===== config.mk =====
export PLATFORM = sky130hd
export DESIGN_NAME = mac_seq
export DESIGN_NICKNAME = d
export VERILOG_FILES = /design/src/rtl/mac_pkg.sv /design/src/rtl/mac_bitstep.sv /design/src/rtl/mac_datapath.sv /design/src/rtl/mac_ctrl.sv /design/src/rtl/mac_seq.sv
export SDC_FILE = /design/constraint.sdc
export NUM_CORES = 1
export LEC_CHECK = 0
export BUFFER_PORTS_ARGS = -buffer_cell sky130_fd_sc_hd__buf_2
export CAP_MARGIN = 10
export CELL_PAD_IN_SITES_DETAIL_PLACEMENT = 1
export CELL_PAD_IN_SITES_GLOBAL_PLACEMENT = 2
export CORE_MARGIN = 2
export CORE_UTILIZATION = 35
export CTS_BUF_LIST = sky130_fd_sc_hd__clkbuf_8
export DETAILED_ROUTE_END_ITERATION = 8
export HOLD_SLACK_MARGIN = 0.1
export PLACE_DENSITY_LB_ADDON = 0.12
export SKIP_CTS_REPAIR_TIMING = 1
export SYNTH_ARGS = -nofsm -noshare
export SYNTH_HDL_FRONTEND = slang
export SYNTH_SLANG_ARGS = --single-unit

===== constraint.sdc =====
create_clock -name clk -period 5.2 [get_ports clk]
set_input_delay 1.56 -clock clk [delete_from_list [all_inputs] [get_ports clk]]
set_output_delay 1.56 -clock clk [all_outputs]
set_load 0.005 [all_outputs]

===== src/rtl/mac_pkg.sv =====
package mac_pkg;
  typedef enum logic [0:0] {
    ST_IDLE = 1'b0,
    ST_RUN  = 1'b1
  } mac_state_t;
endpackage


===== src/rtl/mac_bitstep.sv =====
module mac_bitstep #(
  parameter int W = 16
) (
  input  logic [W-1:0] hi_in,
  input  logic [W-1:0] lo_in,
  input  logic [W-1:0] mul_in,
  output logic [W-1:0] hi_out,
  output logic [W-1:0] lo_out,
  output logic         add_taken
);
  // One conditional add followed by a right shift of {carry, hi, lo}.
  function automatic logic [W:0] cond_sum(input logic [W-1:0] h,
                                          input logic [W-1:0] m,
                                          input logic         en);
    logic [W:0] addend_ext;
    addend_ext = en ? {1'b0, m} : '0;
    return {1'b0, h} + addend_ext;
  endfunction

  logic [W:0] sum;

  always_comb begin
    sum       = cond_sum(hi_in, mul_in, lo_in[0]);
    add_taken = lo_in[0];
    hi_out    = sum[W:1];
    lo_out    = {sum[0], lo_in[W-1:1]};
  end
endmodule


===== src/rtl/mac_datapath.sv =====
module mac_datapath #(
  parameter int W     = 16,
  parameter int STEPS = 2
) (
  input  logic         clk,
  input  logic         rst,
  input  logic         load_run,
  input  logic         load_zero,
  input  logic         step_en,
  input  logic [W-1:0] mcand,
  input  logic [W-1:0] mplier,
  input  logic [W-1:0] addend,
  output logic [W-1:0] res_hi,
  output logic [W-1:0] res_lo
);
  logic [W-1:0] hi_q, lo_q, mul_q;
  logic [W-1:0] hi_chain [STEPS+1];
  logic [W-1:0] lo_chain [STEPS+1];
  logic [STEPS-1:0] add_seen;

  assign hi_chain[0] = hi_q;
  assign lo_chain[0] = lo_q;

  for (genvar g = 0; g < STEPS; g++) begin : g_step
    mac_bitstep #(.W(W)) u_step (
      .hi_in    (hi_chain[g]),
      .lo_in    (lo_chain[g]),
      .mul_in   (mul_q),
      .hi_out   (hi_chain[g+1]),
      .lo_out   (lo_chain[g+1]),
      .add_taken(add_seen[g])
    );
  end

  always_ff @(posedge clk) begin
    if (rst) begin
      hi_q  <= '0;
      lo_q  <= '0;
      mul_q <= '0;
    end else if (load_zero) begin
      hi_q <= '0;
      lo_q <= addend;
    end else if (load_run) begin
      hi_q  <= addend;
      lo_q  <= mcand;
      mul_q <= mplier;
    end else if (step_en) begin
      hi_q <= hi_chain[STEPS];
      lo_q <= lo_chain[STEPS];
    end
  end

  assign res_hi = hi_q;
  assign res_lo = lo_q;
endmodule


===== src/rtl/mac_ctrl.sv =====
module mac_ctrl
  import mac_pkg::*;
#(
  parameter int PASSES = 8,
  localparam int CW = (PASSES > 1) ? $clog2(PASSES) : 1
) (
  input  logic clk,
  input  logic rst,
  input  logic start,
  input  logic mul_is_zero,
  output logic load_run,
  output logic load_zero,
  output logic step_en,
  output logic busy,
  output logic last_pass,
  output logic done
);
  mac_state_t state_q;
  logic [CW-1:0] pass_q;
  logic accept;

  assign busy      = (state_q == ST_RUN);
  assign accept    = (state_q == ST_IDLE) && start;
  assign load_run  = accept && !mul_is_zero;
  assign load_zero = accept && mul_is_zero;
  assign step_en   = busy;
  assign last_pass = busy && (pass_q == CW'(PASSES - 1));

  always_ff @(posedge clk) begin
    if (rst) begin
      state_q <= ST_IDLE;
      pass_q  <= '0;
      done    <= 1'b0;
    end else begin
      done <= 1'b0;
      if (load_zero) begin
        done <= 1'b1;
      end else if (load_run) begin
        state_q <= ST_RUN;
        pass_q  <= '0;
      end else if (busy) begin
        pass_q <= pass_q + 1'b1;
        if (last_pass) begin
          state_q <= ST_IDLE;
          done    <= 1'b1;
        end
      end
    end
  end
endmodule


===== src/rtl/mac_seq.sv =====
module mac_seq #(
  parameter int W             = 16,
  parameter int BITS_PER_PASS = 2,
  localparam int PASSES       = W / BITS_PER_PASS
) (
  input  logic         clk,
  input  logic         rst,
  input  logic         start,
  input  logic [W-1:0] mcand,
  input  logic [W-1:0] mplier,
  input  logic [W-1:0] addend,
  output logic [W-1:0] res_hi,
  output logic [W-1:0] res_lo,
  output logic         done
);
  logic load_run, load_zero, step_en, busy, last_pass;
  logic mul_is_zero;

  assign mul_is_zero = (mplier == '0);

  mac_ctrl #(.PASSES(PASSES)) u_ctrl (
    .clk        (clk),
    .rst        (rst),
    .start      (start),
    .mul_is_zero(mul_is_zero),
    .load_run   (load_run),
    .load_zero  (load_zero),
    .step_en    (step_en),
    .busy       (busy),
    .last_pass  (last_pass),
    .done       (done)
  );

  mac_datapath #(.W(W), .STEPS(BITS_PER_PASS)) u_dp (
    .clk      (clk),
    .rst      (rst),
    .load_run (load_run),
    .load_zero(load_zero),
    .step_en  (step_en),
    .mcand    (mcand),
    .mplier   (mplier),
    .addend   (addend),
    .res_hi   (res_hi),
    .res_lo   (res_lo)
  );
endmodule


==> flow_summary.toml <==
[outcome]
outcome = "complete, no violations"

[global_routing]
gr-usage-all-layers_pct = 22.2
grt_max_degree = 30
grt_first_pass_wirelength_um = 20400
grt_pass1_vias = 3823
grt_overflow = 0
antenna_found_initial = 0

[yosys]
yosysSeqAreaShare_pct = 27.6
syn_nets = 583
synthFlopType = "dfxtp_1"
syn_area_um2 = 3840
yosysWarnings = 0
avgSynthCellArea_um2 = 7.74
yosysUniqueCellTypes = 60
synth_seq_cells = 53
syn_inst = 496
synth_edf_count = 0
ys_async_sr_fraction_pct = 0

[route]
via_count = 3863
routed_wl_um = 12900
first_iter_violations = 134
drcViolationCount = 0
viasPerCell = 5.46
wl_per_cell_um = 18.3
drtPass1Iterations = 4
ant_nets = 0

[sta]
slew_headroom_pct = 44.1
max_freq_mhz = 229
finalHoldViolCount = 0
setup_viol = 0
tns_ns = 0
fin_crit_sh_pct = 84.2
fin_skew_ns = 0.0119
rsz0062_at_grt = "no"
tightest_slew_ns = 0.835
layout_setup_ws_ns = 0.824
slew_violations = 0
min_period_ns = 4.38

[place]
gp_congestion = 0.786
io_buffers = 83
placed_cells = 699
place_hpwl_um = 10300
pre_cts_slack_ns = 0.913

[critical_path]
cp.required_ns = 5.47
worst-r2r-setup-slack_ns = 0.82
endpoint_kind = "register"
crit_type = "register to register"
r2r-end = "u_dp.res_hi[14]"
critPathMaxFanout = 18
start_kind = "register"
reg2regPathDepth = 19
timing.rr.start = "u_dp.res_lo[0]"
worst_ep_arrival_time_ns = 4.64

[clock_network]
numCtsBuffers = 5
tritoncts = "yes"
ctsRootBufferMaster = "clkbuf_8"
clkTransAtPathRegs_ns = 0.12
h-tree-depth = 2
clock_path_buffers = 2
clkLatencyLatePin_ns = 0.32
cts.sinks = 53

[cells_and_area]
final_cell_mix = "buf_2 (83), nand2_1 (67), a21oi_1 (56)"
diodes = 0
layout.nets = 653
fin_util_pct = 41.2
register_area_um2 = 1060
area_growth_pct = 15.8
num-fill-cells = 1373
multi_input_area_um2 = 2610
mostFrequentLayoutCell = "buf_2"
drive_above_1_share_pct = 19.2
fin_cells = 707

[floorplan]
start_util_pct = 35.6
core_area_um2 = 10800
rows = 38
boundaryPins = 84
die_h_um = 109
die_x_um = 109
die_area_um2 = 11800

[worst_hold_path]
hold-path-cell-count = 2
hold_class = "register to register"
whs_endpoint = "u_dp.mul_q[15]"
holdCritStartpoint = "u_dp.mul_q[15]"

[flow_run]
max-cap-violations = 0

[pwr]
power.leakage_nw = 1.99
power.density_nw_per_um2 = 222
ir_drop_v = 0.000112
[worst max-delay path, stage by stage, from the launching register on]
cell and delay, ns:
dfxtp_1 0.81, and2_1 0.23, ha_1 0.16, inv_1 0.05, fa_1 0.40, nor2b_1 0.14, o21ai_1 0.09, a21boi_1 0.36
o31a_1 0.19, o21a_1 0.12, nor2_1 0.05, xnor2_1 0.14, ha_1 0.38, nand2_1 0.11, nor2_1 0.13, o211ai_1 0.13
a21oi_2 0.22, a41oi_1 0.17, nor4b_1 0.32, a211o_1 0.13
[sequential cells by signal, indices dropped and copies added, names as in the netlist]
register / flops
u_dp.mul_q: 16
u_ctrl.pass_q: 3
u_dp.res_hi: 16
u_ctrl.busy: 1
u_ctrl.done: 1
u_dp.res_lo: 16
[cells in the mapped netlist, drive strengths merged (2+ instances only)]
master / number / area, µm²
nand2: 68 / 258
a21oi: 57 / 289
dfxtp: 53 / 1060
o21ai: 41 / 205
ha: 34 / 425
and2: 33 / 206
nor2: 26 / 105
o22ai: 19 / 119
clkbuf: 15 / 56.3
xnor2: 13 / 114
inv: 12 / 45.0
a22oi: 11 / 82.6
buf: 11 / 68.8
a21o: 9 / 67.6
nand3: 8 / 40.0
nor2b: 8 / 50.1
nor3: 8 / 45.0
xor2: 7 / 61.3
nor3b: 6 / 50.1
nor4: 5 / 56.3
a31oi: 4 / 25.0
and3: 3 / 18.8
mux2i: 3 / 30.0
nand2b: 3 / 18.8
nand3b: 3 / 22.5
nand4: 3 / 18.8
o21a: 3 / 22.5
a2111oi: 2 / 23.8
a211o: 2 / 17.5
a21boi: 2 / 15.0
a311oi: 2 / 17.5
and4: 2 / 17.5
fa: 2 / 40.0
o211ai: 2 / 15.0
o31ai: 2 / 20.0
or3: 2 / 12.5
[per-stage QoR]
stage               area (µm²)  power, mW  hold WS, ns
floorplan                 3840      0.631        0.440
global placement          4350      0.729        0.460
detailed placement        4350      0.735        0.466
CTS                       4450      0.998        0.486
global route              4450       1.05        0.511
finish                    4450      0.986        0.485
[where the power goes]
| part | internal, mW | switching [mW] | total [mW] |
|---|---|---|---|
| Clock | 0.101 | 0.160 | 0.261 |
| Combinational | 0.107 | 0.146 | 0.253 |
| Sequential | 0.436 | 0.0349 | 0.471 |
| Total | 0.645 | 0.340 | 0.986 |
[cell type report]
type                            count  share of cell area [%]
Sequential cell                    53                    23.9
Inverter                           12                    1.01
Clock inverter                      3                   0.647
Timing Repair Buffer               89                    10.4
Tap cell                          140                    3.94
Clock buffer                        5                    1.55
Multi-Input combinational cell    405                    58.6
[cell families (layout without fill, tap and decap cells)]
family	after synthesis	count (layout)	share of synthesized area (%)
buffers and inverters	38	109	4.43
xor gates and xnor gates	20	20	4.56
adders and majority gates	36	36	12.1
DFF	53	53	27.6
muxes	3	3	0.782
AOI/OAI and AO/OA	164	164	25.7
and+or+nand+nor	182	182	24.7
[per-layer routing]
layer | vias to the layer above | part of all wire (%) | track usage (%)
li1 | 1919 | - | -
met1 | 1872 | 48 | 30.2
met2 | 63 | 48 | 38.3
met3 | 9 | 2.8 | 2.27
met4 | 0 | 1.1 | 4.40
met5 | - | 0 | 0
[worst max path at each step]
| stage | slack, ns | endpoint | cells after the start | start |
|---|---|---|---|---|
| global route | 0.44 | u_dp.res_hi[14] | 19 | u_dp.res_lo[0] |
| floorplan | 1.71 | u_dp.res_hi[14] | 16 | u_dp.res_lo[0] |
| detailed placement | 0.91 | u_dp.res_hi[11] | 18 | u_dp.res_lo[0] |
| global placement | 1.12 | u_dp.res_hi[14] | 17 | u_dp.res_lo[0] |
| CTS | 0.85 | u_dp.res_hi[14] | 19 | u_dp.res_lo[0] |
| finish | 0.82 | u_dp.res_hi[14] | 19 | u_dp.res_lo[0] |
Power figures use the tool's default switching activity.
